===== src/rtl/tsx_pkg.sv =====
package tsx_pkg;
  function automatic int unsigned idx_w(int unsigned n);
    return (n > 1) ? $clog2(n) : 1;
  endfunction
endpackage


===== src/rtl/tsx_slot_ring.sv =====
module tsx_slot_ring #(
  parameter int unsigned N_PLANES = 3,
  localparam int unsigned SLW = tsx_pkg::idx_w(N_PLANES)
) (
  input  logic                clk_i,
  input  logic                rst_ni,
  output logic [SLW-1:0]      slot_o,
  output logic [N_PLANES-1:0] load_o
);
  logic [SLW-1:0] slot_q;

  always_ff @(posedge clk_i or negedge rst_ni) begin
    if (!rst_ni) slot_q <= '0;
    else if (slot_q == SLW'(N_PLANES - 1)) slot_q <= '0;
    else slot_q <= slot_q + SLW'(1);
  end

  for (genvar p = 0; p < N_PLANES; p++) begin : g_load
    assign load_o[p] = (slot_q == SLW'(p));
  end

  assign slot_o = slot_q;


  slot_range_chk: assert property (@(posedge clk_i) disable iff (!rst_ni)
    32'(slot_q) < N_PLANES);


  slot_advance_chk: assert property (@(posedge clk_i) disable iff (!rst_ni)
    (32'(slot_q) != N_PLANES - 1) |=> (slot_q == $past(slot_q) + SLW'(1)));


  load_onehot_chk: assert property (@(posedge clk_i) disable iff (!rst_ni)
    $countones(load_o) == 1);
endmodule


===== src/rtl/tsx_plane.sv =====
module tsx_plane #(
  parameter int unsigned N_PORTS = 4,
  parameter int unsigned DATA_W  = 8,
  localparam int unsigned SW     = tsx_pkg::idx_w(N_PORTS),
  localparam int unsigned NPAD   = 1 << SW
) (
  input  logic                      clk_i,
  input  logic                      rst_ni,
  input  logic                      load_i,
  input  logic [N_PORTS-1:0]        in_valid_i,
  input  logic [N_PORTS*DATA_W-1:0] in_data_i,
  input  logic [N_PORTS-1:0]        cfg_match_i,
  input  logic [N_PORTS*SW-1:0]     cfg_sel_i,
  output logic [N_PORTS-1:0]        match_o,
  output logic [N_PORTS-1:0]        cell_valid_o,
  output logic [N_PORTS*DATA_W-1:0] cell_data_o
);
  logic [N_PORTS-1:0]        valid_q, match_q;
  logic [N_PORTS*DATA_W-1:0] data_q;
  logic [N_PORTS*SW-1:0]     sel_q;

  // plane holds decision and cells for its whole K-cycle window
  always_ff @(posedge clk_i or negedge rst_ni) begin
    if (!rst_ni) begin
      valid_q <= '0;
      match_q <= '0;
      data_q  <= '0;
      sel_q   <= '0;
    end else if (load_i) begin
      valid_q <= in_valid_i;
      match_q <= cfg_match_i;
      data_q  <= in_data_i;
      sel_q   <= cfg_sel_i;
    end
  end

  // padded so any select value indexes safely
  logic [NPAD-1:0]   vpad;
  logic [DATA_W-1:0] dpad [NPAD];

  always_comb begin
    vpad = '0;
    vpad[N_PORTS-1:0] = valid_q;
    for (int i = 0; i < NPAD; i++) dpad[i] = '0;
    for (int i = 0; i < N_PORTS; i++) dpad[i] = data_q[i*DATA_W +: DATA_W];
  end

  for (genvar o = 0; o < N_PORTS; o++) begin : g_mux
    logic [SW-1:0] sel;
    logic          hit;
    assign sel = sel_q[o*SW +: SW];
    assign hit = match_q[o] & vpad[sel];
    assign cell_valid_o[o] = hit;
    assign cell_data_o[o*DATA_W +: DATA_W] = hit ? dpad[sel] : '0;
  end

  assign match_o = match_q;
endmodule


===== src/rtl/tsx_collect.sv =====
module tsx_collect #(
  parameter int unsigned N_PORTS  = 4,
  parameter int unsigned N_PLANES = 3,
  parameter int unsigned DATA_W   = 8,
  localparam int unsigned SLW     = tsx_pkg::idx_w(N_PLANES)
) (
  input  logic                      clk_i,
  input  logic                      rst_ni,
  input  logic [SLW-1:0]            slot_i,
  input  logic [N_PORTS-1:0]        plane_valid_i [N_PLANES],
  input  logic [N_PORTS*DATA_W-1:0] plane_data_i  [N_PLANES],
  output logic [N_PORTS-1:0]        out_valid_o,
  output logic [N_PORTS*DATA_W-1:0] out_data_o
);
  logic [N_PORTS-1:0]        pick_valid;
  logic [N_PORTS*DATA_W-1:0] pick_data;

  // read the plane whose window closes at this edge, before it reloads
  always_comb begin
    pick_valid = '0;
    pick_data  = '0;
    for (int p = 0; p < N_PLANES; p++) begin
      if (slot_i == SLW'(p)) begin
        pick_valid = plane_valid_i[p];
        pick_data  = plane_data_i[p];
      end
    end
  end

  always_ff @(posedge clk_i or negedge rst_ni) begin
    if (!rst_ni) begin
      out_valid_o <= '0;
      out_data_o  <= '0;
    end else begin
      out_valid_o <= pick_valid;
      out_data_o  <= pick_data;
    end
  end
endmodule


===== src/rtl/tsx_fabric.sv =====
module tsx_fabric #(
  parameter int unsigned N_PORTS  = 4,
  parameter int unsigned N_PLANES = 3,
  parameter int unsigned DATA_W   = 8,
  localparam int unsigned SW      = tsx_pkg::idx_w(N_PORTS),
  localparam int unsigned SLW     = tsx_pkg::idx_w(N_PLANES)
) (
  input  logic                      clk_i,
  input  logic                      rst_ni,
  input  logic [N_PORTS-1:0]        in_valid_i,
  input  logic [N_PORTS*DATA_W-1:0] in_data_i,
  input  logic [N_PORTS-1:0]        cfg_match_i,
  input  logic [N_PORTS*SW-1:0]     cfg_sel_i,
  output logic [N_PORTS-1:0]        out_valid_o,
  output logic [N_PORTS*DATA_W-1:0] out_data_o
);
  logic [SLW-1:0]            slot;
  logic [N_PLANES-1:0]       load;
  logic [N_PORTS-1:0]        plane_valid [N_PLANES];
  logic [N_PORTS*DATA_W-1:0] plane_data  [N_PLANES];
  logic [N_PORTS-1:0]        plane_match [N_PLANES];

  tsx_slot_ring #(.N_PLANES(N_PLANES)) i_ring (
    .clk_i  (clk_i),
    .rst_ni (rst_ni),
    .slot_o (slot),
    .load_o (load)
  );

  for (genvar p = 0; p < N_PLANES; p++) begin : g_plane
    tsx_plane #(.N_PORTS(N_PORTS), .DATA_W(DATA_W)) i_plane (
      .clk_i        (clk_i),
      .rst_ni       (rst_ni),
      .load_i       (load[p]),
      .in_valid_i   (in_valid_i),
      .in_data_i    (in_data_i),
      .cfg_match_i  (cfg_match_i),
      .cfg_sel_i    (cfg_sel_i),
      .match_o      (plane_match[p]),
      .cell_valid_o (plane_valid[p]),
      .cell_data_o  (plane_data[p])
    );
  end

  tsx_collect #(.N_PORTS(N_PORTS), .N_PLANES(N_PLANES), .DATA_W(DATA_W)) i_collect (
    .clk_i         (clk_i),
    .rst_ni        (rst_ni),
    .slot_i        (slot),
    .plane_valid_i (plane_valid),
    .plane_data_i  (plane_data),
    .out_valid_o   (out_valid_o),
    .out_data_o    (out_data_o)
  );

  // scheduler contract: matched outputs pick distinct inputs
  logic collide;
  always_comb begin
    collide = 1'b0;
    for (int a = 0; a < N_PORTS; a++)
      for (int b = a + 1; b < N_PORTS; b++)
        if (cfg_match_i[a] && cfg_match_i[b] &&
            cfg_sel_i[a*SW +: SW] == cfg_sel_i[b*SW +: SW])
          collide = 1'b1;
  end


  perm_distinct_chk: assert property (@(posedge clk_i) disable iff (!rst_ni)
    !collide);

  logic [N_PORTS-1:0] match_now;
  always_comb begin
    match_now = '0;
    for (int p = 0; p < N_PLANES; p++)
      if (slot == SLW'(p)) match_now = plane_match[p];
  end

  for (genvar o = 0; o < N_PORTS; o++) begin : g_chk

    unmatched_idle_chk: assert property (@(posedge clk_i) disable iff (!rst_ni)
      !match_now[o] |=> (!out_valid_o[o] && out_data_o[o*DATA_W +: DATA_W] == '0));
  end
endmodule


===== config.mk =====
export PLATFORM = sky130hd
export DESIGN_NAME = tsx_fabric
export DESIGN_NICKNAME = d
export VERILOG_FILES = /design/src/rtl/tsx_pkg.sv /design/src/rtl/tsx_slot_ring.sv /design/src/rtl/tsx_plane.sv /design/src/rtl/tsx_collect.sv /design/src/rtl/tsx_fabric.sv
export SDC_FILE = /design/constraint.sdc
export NUM_CORES = 1
export LEC_CHECK = 0
export ABC_AREA = 1
export BUFFER_PORTS_ARGS = -buffer_cell sky130_fd_sc_hd__clkbuf_2
export CAP_MARGIN = 15
export CORE_MARGIN = 3
export CORE_UTILIZATION = 35
export DETAILED_ROUTE_END_ITERATION = 7
export HOLD_SLACK_MARGIN = 0.03
export PLACE_DENSITY = 0.56
export SETUP_SLACK_MARGIN = 0.2
export SYNTH_ARGS = -nofsm -noshare
export SYNTH_HDL_FRONTEND = slang
export SYNTH_SLANG_ARGS = --single-unit

===== constraint.sdc =====
create_clock -name clk_i -period 1.9 [get_ports clk_i]
set_input_delay 0.095 -clock clk_i [delete_from_list [all_inputs] [get_ports clk_i]]
set_output_delay 0.095 -clock clk_i [all_outputs]
set_load 0.05 [all_outputs]

== Word level (Yosys, flattened, before mapping) ==
Cells that the tools add are included.
W data, S select, Z words.

* $add $sub $neg: 1
* $lt $le $gt $ge: 24
* Eq/ne operators: 2
* Mux-type cells: 79
* Bitwise operators: 24
* Reductions and logical operators: 1

{| class="wikitable"
|+ Operators with widths
! kind !! number
|-
| $mux W8 || 36
|-
| $bmux W8 S2 || 12
|-
| $mux W32 || 3
|-
| $ge A3 B3 Y1 const B || 12
|-
| $lt A2 B3 Y1 const B || 12
|-
| $not A2 Y3 || 12
|-
| $bmux W1 S2 || 12
|-
| $and A1 B1 Y1 || 12
|-
| $mux W1 || 12
|-
| $mux W4 || 3
|-
| $add A2 B1 Y2 const B || 1
|-
| $eq A2 B1 Y1 const B || 1
|-
| $eq A2 B2 Y1 const B || 1
|-
| $logic_not A2 Y1 || 1
|-
| $mux W2 || 1
|}

* Register bits after elaboration: 182
* Input bits: 50
* Output and inout bits: 36
* Word-level logic and storage cells: 146

== Depth between registers and ports, before layout ==
Gate-level depths: netlist of the first run.

* Depth after elaboration: 8
* Gate-level depth with buffers: 8
* Gate-level depth less buffers: 7

== By module ==
Synthesis of the first run repeated with hierarchy kept, for this count alone.

* Cell total of the unflattened synthesis: 1488
* Area total of the unflattened synthesis: 11506.0 µm²

{| class="wikitable"
|+ By module, submodules not included
! module !! times used !! cells an instance !! area an instance (µm²) !! sequential area each (µm²)
|-
| tsx_plane || 3 || 427 || 3238.1 || 1201.2
|-
| tsx_collect || 1 || 200 || 1722.9 || 900.9
|-
| tsx_slot_ring || 1 || 7 || 68.8 || 50.0
|}

== Worst setup path after synthesis of the first run ==
No wires, ideal clock.

* Kind: register -> register
* Start point: reg i_ring.slot_q[1], in the netlist i_ring.slot_o[1]
* End point: reg g_plane[1].i_plane.data_q[5]
* Library setup time: 0.130 ns
* Arrival: 1.060 ns
* Required time: 1.770 ns
* Setup slack: 0.710 ns
* Stages on the path, launching flop included: 8
* Buffers on the path: 3
* Period minus slack after synthesis: 1.190 ns
* Cells stage by stage: dfrtp_1 -> inv_2 -> nand2_1 -> buf_4 -> buf_4 -> buf_4 -> nand2_1 -> o21ai_0

* Word-level cells in the longest chain between the ends: 1

{| class="wikitable"
|+ RTL lines
! what !! line !! text
|-
| start: declaration || tsx_slot_ring.sv:10 || <nowiki>logic [SLW-1:0] slot_q;</nowiki>
|-
| start signal: assignment || tsx_slot_ring.sv:15 || <nowiki>else slot_q <= slot_q + SLW'(1);</nowiki>
|-
| $eq A2 B1 Y1 || tsx_slot_ring.sv:19 || <nowiki>assign load_o[p] = (slot_q == SLW'(p));</nowiki>
|-
| end signal: assignment || tsx_plane.sv:32 || <nowiki>data_q <= in_data_i;</nowiki>
|-
| end: declaration || tsx_plane.sv:19 || <nowiki>logic [N_PORTS*DATA_W-1:0] data_q;</nowiki>
|}

No other way between the ends.
A chain may end at the register's enable or synchronous reset.

== Worst setup path after layout of the first run ==
* Start point: reg g_plane[2].i_plane.sel_q[5]
* End point: reg i_collect.out_data_o[21]

* Word-level cells in the longest chain between the ends: 6
* Elaborated cells on any way between the ends: 9
* Those cells by class: 7 x mux; 2 x bitwise

{| class="wikitable"
|+ RTL lines
! what !! line !! text
|-
| start: declaration || tsx_plane.sv:20 || <nowiki>logic [N_PORTS*SW-1:0] sel_q;</nowiki>
|-
| start signal: assignment || tsx_plane.sv:33 || <nowiki>sel_q <= cfg_sel_i;</nowiki>
|-
| $not A2 Y3 (not written as such) || tsx_plane.sv:54 || <nowiki>assign cell_data_o[o*DATA_W +: DATA_W] = hit ? dpad[sel] : '0;</nowiki>
|-
| $bmux W8 S2 || tsx_plane.sv:54 ||
|-
| $mux W8 (not written as such) (2 in a row) || tsx_plane.sv:54 ||
|-
| $mux W8 * || tsx_plane.sv:54 ||
|-
| $mux W32 * || tsx_collect.sv:23 || <nowiki>if (slot_i == SLW'(p)) begin</nowiki>
|-
| named net i_collect.pick_data[21] || tsx_collect.sv:16 || <nowiki>logic [N_PORTS*DATA_W-1:0] pick_data;</nowiki>
|-
| end signal: assignment || tsx_collect.sv:36 || <nowiki>out_data_o <= pick_data;</nowiki>
|-
| end: declaration || tsx_collect.sv:13 || <nowiki>output logic [N_PORTS*DATA_W-1:0] out_data_o</nowiki>
|}

The timed path passes the listed nets; every way through them passes the cells marked *. The select of a mux whose other input is x is not followed.

==> results of run 1 <==
## routing by layer
layer | wire length (um) | track usage | up-vias
met2 | 18100 | 0.392 | 504
met3 | 3430 | 0.0432 | 62
li1 | - | - | 5146
met5 | 0 | 0 | -
met1 | 19200 | 0.379 | 4967
met4 | 1430 | 0.0860 | 0
## sequential cells by signal (all words and copies together), names as in the netlist
register,count
i_collect.out_valid_o,4
g_plane.i_plane.match_o,12
g_plane.i_plane.sel_q,24
i_ring.slot_o,2
i_collect.out_data_o,32
g_plane.i_plane.data_q,96
g_plane.i_plane.valid_q,12
## metrics by stage
stage               worst slack (ps)  hold slack [ps]  cells
finish                           280             29.2   2063
global route                     154             30.2   2063
CTS                              228             32.1   2063
detailed placement               236             22.7   1990
global placement                 246             24.5   1990
floorplan                        710             -201   1552
## layout make-up
type / count / area share
timing repair buffer: 180 / 0.102
multi-input combinational: 1133 / 0.406
sequential: 182 / 0.363
clock buffer: 20 / 0.0364
clock inverter: 12 / 0.00968
inverter: 146 / 0.0437
tap: 390 / 0.0389
## power groups by stage
stage	Clock (uW)	Sequential (uW)	Combinational, uW
floorplan	0	4420	831
CTS	3660	4290	1660
global route	3800	4310	1850
finish	3580	4290	1690
detailed placement	0	4360	1590
global placement	0	4360	1590
## what timing repair did
item | in CTS | in global routing
gates resized for setup | 0 | 4
hold buffers | 41 | 0
endpoints found under the setup margin | 0 | 21
hold endpoints to repair | 280 | 0
## layout by cell type (no fill, tap or decap), drive strengths merged
cell	count
nor2	180
nand3	48
bufinv	1
dfrtp	182
clkbuf	105
buf	54
clkinv	14
clkinvlp	2
nand3b	4
a21oi	4
inv	141
o21ai	154
dlygate4sd3	41
o211ai	128
nand2	615
## worst reg2reg max path: stages (launching register included)
cell and delay (ps):
dfrtp_1 350, clkinv_1 390, nand3_1 230, nand2_1 80, nor2_2 70, buf_4 210
nand2_1 110, nand3_1 100
## logic make-up (layout without fill, tap and decap cells)
logic type | after synthesis | count (layout) | synth area share
AND/OR/NAND/NOR | 847 | 847 | 0.312
buffers and inverters | 237 | 358 | 0.0942
AO/OA/AOI/OAI | 286 | 286 | 0.165
flip-flops | 182 | 182 | 0.429
## worst min-delay path by stage
stage	endpoint	slack [ps]	startpoint	cells past startpoint
after global placement	g_plane[0].i_plane.valid_q[3]$_DFFE_PN0P_	20	rst_ni	1
final	g_plane[1].i_plane.data_q[2]$_DFFE_PN0P_	30	in_data_i[2]	3
after floorplan	g_plane[0].i_plane.data_q[0]$_DFFE_PN0P_	-200	rst_ni	0
after global routing	g_plane[2].i_plane.data_q[17]$_DFFE_PN0P_	30	in_data_i[17]	3
after CTS	g_plane[2].i_plane.data_q[17]$_DFFE_PN0P_	30	in_data_i[17]	3
after detailed placement	g_plane[0].i_plane.valid_q[3]$_DFFE_PN0P_	20	rst_ni	1
==> results.py, run 1 <==
metrics = {
    "logic_synthesis": {
        "yosys_register_bits": 182,
        "async_reset_ff_frac": 1.00,
        "netlist.top_cell.by_area": "dfrtp_1",
        "synth_most_common_cell": "nand2_1",
        "ys_seq_area_frac": 0.429,
        "synth_edf_count": 0,
        "synth_fp_nets": 1602,
        "netlist_instances": 1552,
        "synth_top_area_frac": 0.429,
        "ys.flop_type": "dfrtp_1",
        "netlist_top_cells_area": "dfrtp_1 (43%), nand2_1 (22%), o211ai_1 (9.1%)",
        "synth_cell_types": 19,
        "synthesis.area_mm2": 0.0106,
        "avgSynthCellArea_um2": 6.84,
        "yosys_warnings": 0,
        "ys_top_cells_by_count": "nand2_1 (614), dfrtp_1 (182), nor2_1 (167)",
    },
    "routing": {
        "drc": 0,
        "wl_um": 42200,
        "drtIter0Drc": 1209,
        "via_per_inst": 5.18,
        "vias": 10700,
        "antenna_left": 0,
        "wire_per_inst_um": 20.4,
        "firstDrtPassIters": 5,
    },
    "power": {
        "leakage_uw": 0.00629,
        "sw_frac_of_total": 0.321,
        "clkPwrFrac": 0.375,
        "pwr-share-comb": 0.177,
        "total_switching_power_uw": 3070,
        "p_int_uw": 6490,
        "power_density_mw_per_mm2": 763,
        "irDropWorstVdd_mv": 0.516,
        "power_uw": 9560,
        "seqPwrFrac": 0.449,
    },
    "min_path": {
        "hp-class": "in2reg",
    },
    "placed_design": {
        "dpl_cell_area_mm2": 0.0115,
        "io_buffers": 85,
        "routabilityCongestion": 0.976,
        "dpl.hpwl_um": 31500,
    },
    "global_routing": {
        "gr-total-overflow": 0,
        "grt_pass1_vias": 10000,
        "grt_pass1_wl_um": 63700,
        "grt_max_degree": 61,
        "antenna_found_initial": 1,
        "track_usage": 0.259,
    },
    "setup_path": {
        "crit_cells": 7,
        "cp-endpoint": "i_collect.out_data_o[21]$_DFF_PN0_",
        "path_cells": "clkinv_1, nand3_1, nand2_1, nor2_2, buf_4, nand2_1, nand3_1",
        "rrSetupSlack_ps": 280,
        "worstSetupPathType": "reg2reg",
        "cp.required_ps": 2270,
        "worstReg2RegStart": "g_plane[2].i_plane.sel_q[5]$_DFFE_PN0P_",
        "startpoint": "g_plane[2].i_plane.sel_q[5]$_DFFE_PN0P_",
        "path_delay_family": "buffers and inverters",
        "worstSetupStartpointType": "flop",
        "critPathMaxFanout": 9,
        "slowest_stage": "clkinv_1",
        "cp_data_arrival_time_ps": 1990,
        "path_buf_inv": 2,
        "cpPeakStageDelay_ps": 390,
        "cp-end-kind": "flop",
        "worst_r2r_path_depth": 7,
        "timing.rr.end": "i_collect.out_data_o[21]$_DFF_PN0_",
    },
    "clocking": {
        "path_clk_slew_ps": 80,
        "cts_root_buf": "clkbuf_16",
        "clk_path_buf_depth": 2,
        "post-cts-setup-buffers": 0,
        "numCtsBuffers": 17,
        "tritoncts": "yes",
        "insertion_delay_ps": 440,
        "cts_htree_levels": 4,
        "clock-sinks": 182,
    },
    "floorplanning": {
        "ios": 86,
        "die_w_um": 180,
        "floorplan.initialDensity": 0.356,
        "rows": 63,
        "die_area_mm2": 0.0325,
        "core_mm2": 0.0298,
        "fp.dieH_um": 180,
    },
    "final_layout": {
        "fin_area_mm2": 0.0125,
        "fillers": 3158,
        "seqCellArea_mm2": 0.00456,
        "final_nets": 1710,
        "syn_to_final_growth_pct": 18.1,
        "diodes": 0,
        "multi_input_area_mm2": 0.00509,
        "fin_util": 0.421,
        "drive_above_1_share": 0.115,
    },
    "timing": {
        "fmax_mhz": 617,
        "rsz0062_at_grt": "true",
        "tightest_slew_ps": 558,
        "fin_crit_ps": 1620,
        "slew_viol_final": 0,
        "clock_skew_ps": 13.9,
        "finalSetupViolations": 0,
        "fin_tns_setup_ps": 0,
        "hold_viol_final": 0,
        "max_slew_margin": 0.628,
        "timing.final.crit_share": 0.852,
    },
    "status": {
        "status": "completed",
    },
    "flow_run": {
        "maxCapViolCount": 0,
    },
}
No activity file was read; power rests on OpenSTA's default activity.
==> inputs of run 2 (changes only) <==
ABC_CLOCK_PERIOD_IN_PS = 1900   (was not set)
CORE_MARGIN = 2   (was 3)
CORE_UTILIZATION = 66   (was 35)
PLACE_DENSITY = 0.92   (was 0.56)
==> run 2 against run 1 <==
Effect of this change:
- the flow now finishes with violations (DRC)
- total power is 1.1% higher
- register-to-register slack barely moved
- die area shrank 47%
- cell area fell by 0.93%
- sequential share of layout area up 0.35 points
- global-route usage up 22 points
- sequential cell count unchanged
- utilization is 36 points higher
- critical endpoint is now i_collect.out_valid_o[2]$_DFF_PN0_
- largest cell class unchanged
- highest routed layer is now met5
==> results.py, run 2 (synthesis results as in run 1) <==
metrics = {
    "routing": {
        "drtIter0Drc": 1837,
        "drc": 4,
        "firstDrtPassIters": 8,
        "antenna_left": 0,
        "via_per_inst": 6.15,
        "wl_um": 39500,
        "vias": 11600,
        "wire_per_inst_um": 20.9,
    },
    "clocking": {
        "numCtsBuffers": 17,
        "cts_root_buf": "clkbuf_16",
        "tritoncts": "yes",
        "cts_htree_levels": 4,
        "clk_path_buf_depth": 2,
        "path_clk_slew_ps": 70,
        "clock-sinks": 182,
        "insertion_delay_ps": 450,
    },
    "final_layout": {
        "largest-register": "g_plane.i_plane.data_q",
        "drive_above_1_share": 0.111,
        "syn_to_final_growth_pct": 17.0,
        "final_nets": 1705,
        "mostFrequentLayoutCell": "nand2_1",
        "fin_util": 0.785,
        "mostFrequentLayoutCells": "nand2_1 (613), dfrtp_1 (180), nor2_1 (167)",
        "top_regs": "g_plane.i_plane.data_q x96, i_collect.out_data_o x32, g_plane.i_plane.sel_q x24",
        "layoutNonFillerInstCount": 1887,
        "largest_register_ffs": 96,
    },
    "status": {
        "violations": "DRC",
        "status": "complete, but fails checks",
    },
    "global_routing": {
        "grt_pass1_vias": 10700,
        "antenna_found_initial": 4,
        "grt_max_degree": 60,
        "track_usage": 0.475,
        "gr-total-overflow": 0,
        "grt_pass1_wl_um": 59700,
    },
    "timing": {
        "fin_crit_ps": 1620,
        "tightest_slew_ps": 552,
        "max_slew_margin": 0.632,
        "fmax_mhz": 619,
        "timing.final.crit_share": 0.851,
        "finalSetupViolations": 0,
        "rsz0062_at_grt": "false",
        "fin_tns_setup_ps": 0,
        "hold_viol_final": 0,
        "slew_viol_final": 0,
        "whs_ps": 43.0,
        "clock_skew_ps": 14.4,
    },
    "placed_design": {
        "dpl.hpwl_um": 28100,
        "io_buffers": 85,
        "routabilityCongestion": 1.03,
        "dp_cells": 1806,
    },
    "setup_path": {
        "critPathMaxFanout": 16,
        "cp-end-kind": "flop",
        "cpPeakStageDelay_ps": 440,
        "cp_data_arrival_time_ps": 1980,
        "worstSetupPathType": "reg2reg",
        "worstSetupStartpointType": "flop",
        "cp.required_ps": 2270,
        "path_delay_family": "simple AND/OR/NAND/NOR gates",
        "path_cells": "inv_2, nand2_2, nor2_1, nand2_1, nor2_4, inv_1, nand3b_1",
        "rrSetupSlack_ps": 280,
        "slowest_stage": "dfrtp_1",
        "path_buf_inv": 2,
    },
    "power": {
        "leakage_uw": 0.00630,
        "irDropWorstVdd_mv": 0.603,
        "power_density_mw_per_mm2": 779,
    },
    "flow_run": {
        "maxCapViolCount": 0,
    },
    "floorplanning": {
        "floorplan.initialDensity": 0.671,
        "die_area_mm2": 0.0171,
        "fp.dieH_um": 131,
        "die_w_um": 131,
        "core_mm2": 0.0158,
        "rows": 46,
        "ios": 86,
    },
    "min_path": {
        "hp-class": "in2async",
    },
}
==> run 2: changes by cell type in the layout (fill, tap and decap cells not counted), moves of 3 or more <==
cell           change
inv_8              +3
nor2_4             +4
diode_2            +3
dlygate4sd3_1      +4
buf_12             +7
buf_4             -16
nor2_2             -4
==> run 2: final timing paths <==
| check | endpoint | startpoint | cells past startpoint |
|---|---|---|---|
| max in group asynchronous | g_plane[2].i_plane.sel_q[4]$_DFFE_PN0P_ | rst_ni | 3 |
| worst min register to register | g_plane[1].i_plane.data_q[30]$_DFFE_PN0P_ | g_plane[1].i_plane.data_q[30]$_DFFE_PN0P_ | 2 |
| worst max-delay path | i_collect.out_valid_o[2]$_DFF_PN0_ | i_ring.slot_o[1]$_DFF_PN0_ | 7 |
| min in group clk_i | g_plane[1].i_plane.data_q[4]$_DFFE_PN0P_ | in_data_i[4] | 3 |
| worst max register to register | i_collect.out_valid_o[2]$_DFF_PN0_ | i_ring.slot_o[1]$_DFF_PN0_ | 7 |
| worst min-delay path | g_plane[2].i_plane.data_q[14]$_DFFE_PN0P_ | rst_ni | 2 |
==> run 2: power breakdown <==
part	switching, uW	internal (uW)
combinational	1160	526
sequential	244	4070
clock	1750	1910
total	3160	6510
==> run 2: final cells by class <==
class | instances | area [um2]
inverters | 146 | 548
multi-input cells | 1133 | 5100
repair buffers | 175 | 1330
fillers | 1090 | 3410
flip-flops and latches | 182 | 4560
clock inverters | 14 | 159
well taps | 216 | 270
clock buffers | 18 | 439
diodes | 3 | 7.51
==> run 2: metrics by stage <==
stage	setup WS (ps)	power (uW)	area, um2
after detailed placement	205	5900	11300
final	284	9670	12400
after global placement	216	5870	11300
after floorplan	710	5260	10600
after CTS	306	9560	12400
after global routing	204	9940	12400
==> run 2: per-layer routing <==
metal	part of all wire	track usage
met1	0.36	0.602
met2	0.44	0.727
met3	0.13	0.134
met4	0.071	0.292
met5	0.00033	0
==> run 2: what timing repair did <==
action                                 CTS  global route
setup endpoints to repair                2            22
endpoints found under the hold margin  287             0
setup buffers                            0             1
hold buffers                            45             0
resized for setup                        1             8
pin swaps                                0             1
